$ cat config.mk
export PLATFORM = sky130hd
export DESIGN_NAME = rlc_classify
export DESIGN_NICKNAME = d
export VERILOG_FILES = /design/src/rtl/rlc_pkg.sv /design/src/rtl/rlc_classify.sv
export SDC_FILE = /design/constraint.sdc
export NUM_CORES = 1
export LEC_CHECK = 0
export BUFFER_PORTS_ARGS = -buffer_cell sky130_fd_sc_hd__buf_2
export CELL_PAD_IN_SITES_DETAIL_PLACEMENT = 2
export CELL_PAD_IN_SITES_GLOBAL_PLACEMENT = 2
export CORE_AREA = 2 2 61 63
export DETAILED_ROUTE_END_ITERATION = 10
export DIE_AREA = 0 0 63 65
export PLACE_DENSITY_LB_ADDON = 0.1
export SETUP_SLACK_MARGIN = 0.1
export SLEW_MARGIN = 20
export SYNTH_ARGS = -nofsm -noshare
export SYNTH_HDL_FRONTEND = slang
export SYNTH_SLANG_ARGS = --single-unit
$ cat constraint.sdc
create_clock -name vclk -period 8.2
set_clock_uncertainty 0.15 [all_clocks]
set_input_delay 1.64 -clock vclk [all_inputs]
set_output_delay 1.64 -clock vclk [all_outputs]
set_load 0.02 [all_outputs]
$ cat src/rtl/rlc_pkg.sv
package rlc_pkg;
  // outcome of one frame, evaluated on its end beat
  typedef struct packed {
    logic oversize;
    logic undersize;
    logic mismatch;
    logic fcs;
    logic drop;
  } rlc_class_t;

  localparam int unsigned NUM_CNT = 4;
  // counter slot assignment
  localparam int unsigned SLOT_OVER  = 0;
  localparam int unsigned SLOT_UNDER = 1;
  localparam int unsigned SLOT_MISM  = 2;
  localparam int unsigned SLOT_FCS   = 3;
endpackage

$ cat src/rtl/rlc_classify.sv
module rlc_classify
  import rlc_pkg::*;
#(
  parameter int unsigned LEN_W       = 14,
  parameter int unsigned LIM_STD     = 1518,
  parameter int unsigned LIM_EXT     = 1536,
  parameter int unsigned LIM_JUMBO   = 10240,
  parameter int unsigned MIN_LEN     = 64,
  parameter int unsigned OVERHEAD    = 18,
  parameter int unsigned TYPE_THRESH = 16'h0600
) (
  input  logic [LEN_W-1:0] len,
  input  logic [15:0]      field,
  input  logic             cfg_ext_size,
  input  logic             cfg_jumbo,
  input  logic             cfg_len_check,
  input  logic             cfg_fcs_ignore,
  input  logic             fcs_err,
  input  logic             align_err,
  input  logic             sym_err,
  output rlc_class_t       cls
);
  logic [31:0] len32;
  logic [31:0] limit;
  logic [31:0] payload;
  logic        short_frame;

  assign len32 = 32'(len);

  always_comb begin
    if (cfg_jumbo)         limit = LIM_JUMBO;
    else if (cfg_ext_size) limit = LIM_EXT;
    else                   limit = LIM_STD;
    payload     = (len32 > OVERHEAD) ? len32 - OVERHEAD : 32'd0;
    short_frame = len32 < MIN_LEN;

    cls.oversize  = len32 > limit;
    cls.mismatch  = cfg_len_check && (32'(field) < TYPE_THRESH)
                    && (32'(field) > payload);
    cls.undersize = short_frame & ~fcs_err & ~align_err & ~sym_err;
    cls.fcs       = fcs_err & ~cfg_fcs_ignore;
    cls.drop      = cls.oversize | cls.mismatch | cls.fcs | short_frame
                    | align_err | sym_err;
  end
endmodule

== Word-level counts from Yosys, hierarchy flattened ==
Index checks and enable logic that the tools add are counted.
Widths: inputs -> output; s select.

* Register bits: 0
* Input port bits: 37
* Word-level logic and storage cells: 24
* Output and inout port bits: 5

* $add $sub $neg: 1
* Magnitude comparators: 5
* Bitwise gates (word level): 13
* Reduce and logical (&&, ||, !) cells: 2
* Mux-type cells: 3

{| class="wikitable"
|+ Operator list
! cell !! number
|-
| $gt 14x32->1 || 1
|-
| $gt 16x32->1 || 1
|-
| $mux 32 || 1
|-
| $lt 16x11->1 const B || 1
|-
| $sub 14x5->15 const B || 1
|-
| $gt 14x5->1 const B || 1
|-
| $lt 14x7->1 const B || 1
|-
| $mux 14 || 1
|-
| $mux 10 || 1
|-
| $or 1x1->1 || 5
|-
| $and 1x1->1 || 4
|-
| $not 1->1 || 4
|-
| $logic_and 1x1->1 || 2
|}

== Depth between registers and ports, before layout ==
Gate-level depths: netlist of run 1.

* Word-level depth: 9
* Gate-level depth with buffers: 13
* Depth with buffers taken out: 13

== Worst setup path before layout of run 1 ==
OpenSTA, ideal clock, no wires.

* Path type: input -> output
* From: in len[9]
* To: out cls[0] (netlist bit)
* Slack: 2.276 ns
* Cell stages on the path: 10
* Required time: 6.410 ns
* Arrival: 4.134 ns
* Path through: or4_4 or3_2 xnor2_1 nand2_1 ha_1 nand2_1 nor4_1 nand2_1 and3_1 a211o_1

{| class="wikitable"
|+ RTL lines
! what !! line !! RTL
|-
| start, declared || rlc_classify.sv:12 || <nowiki>input logic [LEN_W-1:0] len,</nowiki>
|-
| end, declared || rlc_classify.sv:21 || <nowiki>output rlc_class_t cls</nowiki>
|}

==> impl_metrics.toml, run 1 <==
[outcome]
status = "finished clean"

[place]
place_hpwl_um = 3130
io_buffers = 42
placed_cells_incl_taps = 221
dpl-instance-area_um2 = 1270
gp_congestion = 0.745

[floorplan]
chipHeight_um = 65
floorplan.io_pins = 42
placement_rows = 22
dieArea_um2 = 4100
initial_core_utilization_pct = 28.8
core_um2 = 3500
die_width_um = 63

[timing]
fin_tns_setup_ns = 0
final_report_setup_violation_count = 0
final.period_utilization_pct = 78.7
period_minus_slack_ns = 6.45
maxSlewHeadroom_pct = 67.5
achievable-frequency_ghz = 0.155
drv_slew = 0
tightest_slew_ns = 0.475
timing.final.hold_violations = 0
grt_setup_unrepaired = "no"

[critical_path]
critical_path.endpoint_type = "primary output"
timing.critical_path.fanout_max = 5
crit_slowest_cell = "sky130_fd_sc_hd__or3_2"
worst_setup_path_endpoint = "cls[0]"
cp_cell_sequence = "buf_2 -> inv_1 -> ha_1 -> nand2b_1 -> a21o_1 -> or3_2 -> xnor2_1 -> nand2_1 -> ha_1 -> nand2_1 -> nor4_1 -> nand2_1 -> and3_1 -> a211o_1 -> buf_2"
worst_path_most_repeated_cell = "sky130_fd_sc_hd__nand2_1"
worst_ep_required_time_ns = 6.41
cp.arrival_ns = 4.66
worst_setup_path_startpoint = "len[1]"
timing.critical_path.slowest_cell_delay_ns = 0.43
critPathKind = "input pin to primary output"
critPathLaunchType = "input pin"

[power]
peakVddDrop_mv = 0.0148
power.net_switching_uw = 34.5
leakage_uw = 0.000668
combPwrFrac_pct = 100.0
p_per_area_nw_per_um2 = 48.7
seqPwrFrac_pct = 0
sw_frac_of_total_pct = 55.7
clkPwrFrac_pct = 0
p_int_uw = 27.4

[clock_tree]
cts_hold_buf = 0
postCtsResizedCells = 0
post_cts_buffers = 0

[logic_synthesis]
postSynthNetCount = 198
yosysWarnings = 0
postSynthAreaPerCell_um2 = 7.62
syn_area_um2 = 1010
synthCells = 132
netlist-cell-type-count = 44
synth.yosys.seq_area_share_pct = 0

[detailed_routing]
detail_route.drc_violations = 0
detailedRoute.firstPassIterationCount = 4
routed_wirelength_um = 3330
drtIter0Drc = 37
vias_per_cell = 5.25
route.vias.total = 1160
drt.antenna.violating_nets = 0
wl_per_cell_um = 15.1

[layout]
layout.cells.non_filler = 221
layout.cell_area.non_filler_um2 = 1270
regArea_um2 = 0
numSequentialCells = 0
nets = 241
clock_buffers = 0
antennaDiodeCount = 0
area_growth_syn_to_layout_pct = 26.5
proportion_of_layout_cells_with_a_drive_suffix_above_1_pct = 29.5

[grt]
maximum_number_of_pins_on_one_net_before_global_route_repair = 13
wire_length_of_the_first_global_routing_pass_um = 5560
grt_util_all_layers_pct = 16.6
via_count_of_the_first_global_routing_pass = 1231
grt_antenna_before_repair = 0
grt_overflow_total = 0

[hold_path]
min-delay-path-class = "input pin to primary output"

[flow_run]
drv.max_cap_violation_count = 0
## power by group through the flow
stage	Sequential (µW)	Clock (µW)	Combinational [µW]
2_1_floorplan	0	0	36.0
3_3_place_gp	0	0	58.9
3_5_place_dp	0	0	63.0
4_1_cts	0	0	63.3
5_1_grt	0	0	71.1
6_report	0	0	62.0
## worst min-delay path by stage
stage	startpoint	end	slack, ns	cells after the start
after floorplan	cfg_fcs_ignore	cls[1]	3.21	1
after global placement	cfg_fcs_ignore	cls[1]	3.39	3
after detailed placement	cfg_fcs_ignore	cls[1]	3.40	3
after CTS	cfg_fcs_ignore	cls[1]	3.40	3
after global routing	fcs_err	cls[3]	3.42	3
final	cfg_fcs_ignore	cls[1]	3.40	3
## area by class of cell
type / count / area (µm²)
timing repair buffer: 42 / 210
inverter: 8 / 30.0
tap: 48 / 60.1
multi-input combinational: 123 / 972
fill: 424 / 2220
## kinds of logic after synthesis
group | count (synthesis) | synth area share, %
simple gates | 57 | 34.3
xor+xnor | 9 | 7.84
buf+inv | 9 | 3.36
fa+ha+maj | 29 | 36.1
compound gates | 28 | 18.4
## worst max-delay path, delay by kind of cell
family                   cells  cell delay [ns]
XOR/XNOR                     1             0.14
AO/OA/AOI/OAI                2             0.53
AND/OR/NAND/NOR              7             1.40
adder cells (fa/ha/maj)      2             0.55
buffers and inverters        3             0.39
## per-layer routing
layer  track usage [%]  vias up  part of all wire, %
met5                 0        -                    0
met1              19.4      544                   44
met2              34.2       26                   52
met4                 0        0                    0
li1                  -      590                    -
met3              1.22        0                  4.1
## Yosys cell counts (2+ instances only)
| master | number | area (µm²) |
|---|---|---|
| sky130_fd_sc_hd__xor2_1 | 6 | 52.6 |
| sky130_fd_sc_hd__or4_2 | 2 | 17.5 |
| sky130_fd_sc_hd__xnor2_1 | 3 | 26.3 |
| sky130_fd_sc_hd__o21bai_1 | 2 | 15.0 |
| sky130_fd_sc_hd__nor2b_1 | 3 | 18.8 |
| sky130_fd_sc_hd__a211oi_1 | 2 | 15.0 |
| sky130_fd_sc_hd__and3_1 | 2 | 12.5 |
| sky130_fd_sc_hd__nand3_1 | 2 | 10.0 |
| sky130_fd_sc_hd__nand2b_1 | 2 | 12.5 |
| sky130_fd_sc_hd__nand2_1 | 15 | 56.3 |
| sky130_fd_sc_hd__inv_1 | 8 | 30.0 |
| sky130_fd_sc_hd__o21ai_0 | 5 | 25.0 |
| sky130_fd_sc_hd__nor2_1 | 5 | 18.8 |
| sky130_fd_sc_hd__nor3_1 | 4 | 20.0 |
| sky130_fd_sc_hd__ha_1 | 29 | 363 |
| sky130_fd_sc_hd__nor4_1 | 3 | 18.8 |
| sky130_fd_sc_hd__a21oi_1 | 7 | 35.0 |
| sky130_fd_sc_hd__nand4_1 | 4 | 25.0 |
| sky130_fd_sc_hd__a21o_1 | 3 | 22.5 |
## cells in the final DEF (no fill, tap or decap), types with 2 or more instances in the layout
cell                       Yosys  layout
sky130_fd_sc_hd__buf_2         0      42
sky130_fd_sc_hd__ha_1         29      29
sky130_fd_sc_hd__nand2_1      15      15
sky130_fd_sc_hd__inv_1         8       8
sky130_fd_sc_hd__a21oi_1       7       7
sky130_fd_sc_hd__xor2_1        6       6
sky130_fd_sc_hd__o21ai_0       5       5
sky130_fd_sc_hd__nor2_1        5       5
sky130_fd_sc_hd__nor3_1        4       4
sky130_fd_sc_hd__nand4_1       4       4
sky130_fd_sc_hd__a21o_1        3       3
sky130_fd_sc_hd__xnor2_1       3       3
sky130_fd_sc_hd__nor4_1        3       3
sky130_fd_sc_hd__nor2b_1       3       3
sky130_fd_sc_hd__o21bai_1      2       2
sky130_fd_sc_hd__nand2b_1      2       2
sky130_fd_sc_hd__or4_2         2       2
sky130_fd_sc_hd__and3_1        2       2
sky130_fd_sc_hd__a211oi_1      2       2
sky130_fd_sc_hd__nand3_1       2       2
## metrics by stage
stage | hold WS (ns) | setup slack [ns] | power, µW | util [%]
finish | 3.40 | 1.75 | 62.0 | 36.4
global route | 3.42 | 1.46 | 71.1 | 36.4
CTS | 3.40 | 1.72 | 63.3 | 36.4
detailed placement | 3.40 | 1.72 | 63.0 | 36.4
global placement | 3.39 | 1.89 | 58.9 | 36.4
floorplan | 3.21 | 2.28 | 36.0 | -
No activity file was read; power rests on OpenSTA's default activity.
==> run 2: changes to the inputs <==
--- a/config.mk
+++ b/config.mk
@@ -8,9 +8,9 @@
 export BUFFER_PORTS_ARGS = -buffer_cell sky130_fd_sc_hd__buf_2
 export CELL_PAD_IN_SITES_DETAIL_PLACEMENT = 2
 export CELL_PAD_IN_SITES_GLOBAL_PLACEMENT = 2
-export CORE_AREA = 2 2 61 63
+export CORE_AREA = 2 2 67 69
 export DETAILED_ROUTE_END_ITERATION = 10
-export DIE_AREA = 0 0 63 65
+export DIE_AREA = 0 0 69 71
 export PLACE_DENSITY_LB_ADDON = 0.1
 export SETUP_SLACK_MARGIN = 0.1
 export SLEW_MARGIN = 20
==> constraint.sdc (replaced) <==
create_clock -name vclk -period 5.4
set_clock_uncertainty 0.15 [all_clocks]
set_input_delay 1.08 -clock vclk [all_inputs]
set_output_delay 1.08 -clock vclk [all_outputs]
set_load 0.02 [all_outputs]
==> run 2 against run 1 <==
  * Utilization decreased by 5.3 points
  * Flip-flop and latch count unchanged
  * Highest routed layer unchanged
  * Wire length increased by 3.7%
  * First-iteration DRC count decreased by 46%
  * Critical path depth decreased by 3
  * Combinational power increased by 54%
  * Worst setup slack got worse by 1.5 ns
  * Non-clock buffer count increased by 3
  * Worst hold slack got worse by 1.1 ns
==> impl_metrics.toml, run 2 (synthesis gave the netlist of run 1 again) <==
[timing]
drv_slew = 0
timing.final.hold_violations = 0
achievable-frequency_ghz = 0.195
fin_tns_setup_ns = 0
period_minus_slack_ns = 5.13
maxSlewHeadroom_pct = 67.5
final_report_setup_violation_count = 0
fin_hold_ws_ns = 2.29
grt_setup_unrepaired = "no"
tightest_slew_ns = 0.483
final.period_utilization_pct = 95.0

[grt]
grt_overflow_total = 0
wire_length_of_the_first_global_routing_pass_um = 5870
via_count_of_the_first_global_routing_pass = 1291
grt_util_all_layers_pct = 14.3
grt_antenna_before_repair = 0
maximum_number_of_pins_on_one_net_before_global_route_repair = 8

[critical_path]
worst_path_most_repeated_cell = "sky130_fd_sc_hd__nand2_1"
timing.critical_path.fanout_max = 5
timing.critical_path.slowest_cell_delay_ns = 0.58
crit_slowest_cell = "sky130_fd_sc_hd__or4_4"
critPathKind = "input pin to primary output"
cp_cell_sequence = "buf_2 -> or4_4 -> or3_2 -> xnor2_1 -> nand2_1 -> ha_1 -> nand2_1 -> nor4_2 -> nand2_1 -> and3_1 -> a211o_1 -> buf_2"
critPathLaunchType = "input pin"
worst_ep_required_time_ns = 4.17
critical_path.endpoint_type = "primary output"
worst_setup_path_startpoint = "len[9]"
cp.arrival_ns = 3.90

[layout]
regArea_um2 = 0
antennaDiodeCount = 0
numSequentialCells = 0
area_growth_syn_to_layout_pct = 30.1
layout.cells.most_common_list = "sky130_fd_sc_hd__buf_2, sky130_fd_sc_hd__ha_1, sky130_fd_sc_hd__nand2_1"
proportion_of_layout_cells_with_a_drive_suffix_above_1_pct = 31.8
nets = 244
layout.cells.most_common = "sky130_fd_sc_hd__buf_2"
clock_buffers = 0

[floorplan]
initial_core_utilization_pct = 23.9
dieArea_um2 = 4900
floorplan.io_pins = 42
die_width_um = 69
chipHeight_um = 71
placement_rows = 24
core_um2 = 4200

[power]
p_per_area_nw_per_um2 = 73.0
leakage_uw = 0.000680
peakVddDrop_mv = 0.0211
power.total_uw = 95.6

[place]
gp_congestion = 0.736
io_buffers = 42
place_hpwl_um = 3250

[detailed_routing]
route.vias.total = 1164
routed_wirelength_um = 3450
wl_per_cell_um = 15.1
drtIter0Drc = 20
detailedRoute.firstPassIterationCount = 3
vias_per_cell = 5.11
drt.antenna.violating_nets = 0
detail_route.drc_violations = 0

[hold_path]
holdCritStartpoint = "fcs_err"
min-delay-path-class = "input pin to primary output"

[outcome]
status = "finished clean"

[flow_run]
drv.max_cap_violation_count = 0

[clock_tree]
post_cts_buffers = 0
[run 2: cell types whose count changed in the layout (fill, tap and decap cells not counted), sizes merged]
cell	delta
buf	+3
[run 2: power by group]
group	total [µW]	leakage (µW)	internal [µW]	switching [µW]
Sequential	0	0	0	0
Clock	0	0	0	0
Combinational	95.6	0.000680	42.7	52.9
[run 2: per-layer routing]
metal | vias up | track usage (%) | routed length [µm] | share of wire (%)
met5 | - | 0 | 0 | 0
met4 | 0 | 0 | 0 | 0
met2 | 20 | 30.0 | 1850 | 54
met1 | 549 | 16.4 | 1490 | 43
met3 | 0 | 0.997 | 103 | 3.0
li1 | 595 | - | - | -
[run 2: worst paths after layout]
kind	slack, ns	cells after the start	end
hold / removal	2.29	3	cls[3]
setup / recovery	0.27	12	cls[0]
[run 2: cell type report]
| cell class | instances | area, µm² |
|---|---|---|
| Inverter | 8 | 30.0 |
| Timing Repair Buffer | 45 | 233 |
| Fill cell | 523 | 2900 |
| Tap cell | 52 | 65.1 |
| Multi-Input combinational cell | 123 | 981 |
[run 2: critical path: cells and delay by family]
kind	cells	cell delay, ns
AND/OR/NAND/NOR	7	1.78
buffers and inverters	2	0.28
AO/OA/AOI/OAI	1	0.28
XOR/XNOR	1	0.15
adder cells (fa/ha/maj)	1	0.31
[run 2: repair_timing]
action,4_1_cts,5_1_grt
hold buffers,0,0
setup endpoints to repair,0,2
resized for setup,0,2
[run 2: per-stage QoR]
stage	cells	setup WS (ns)	area (µm²)	util [%]
final	228	0.271	1310	31.1
after global routing	228	0.101	1310	31.1
after CTS	228	0.166	1300	30.9
after detailed placement	228	0.174	1300	30.9
after global placement	228	0.244	1300	30.9
after floorplan	132	0.596	1010	-
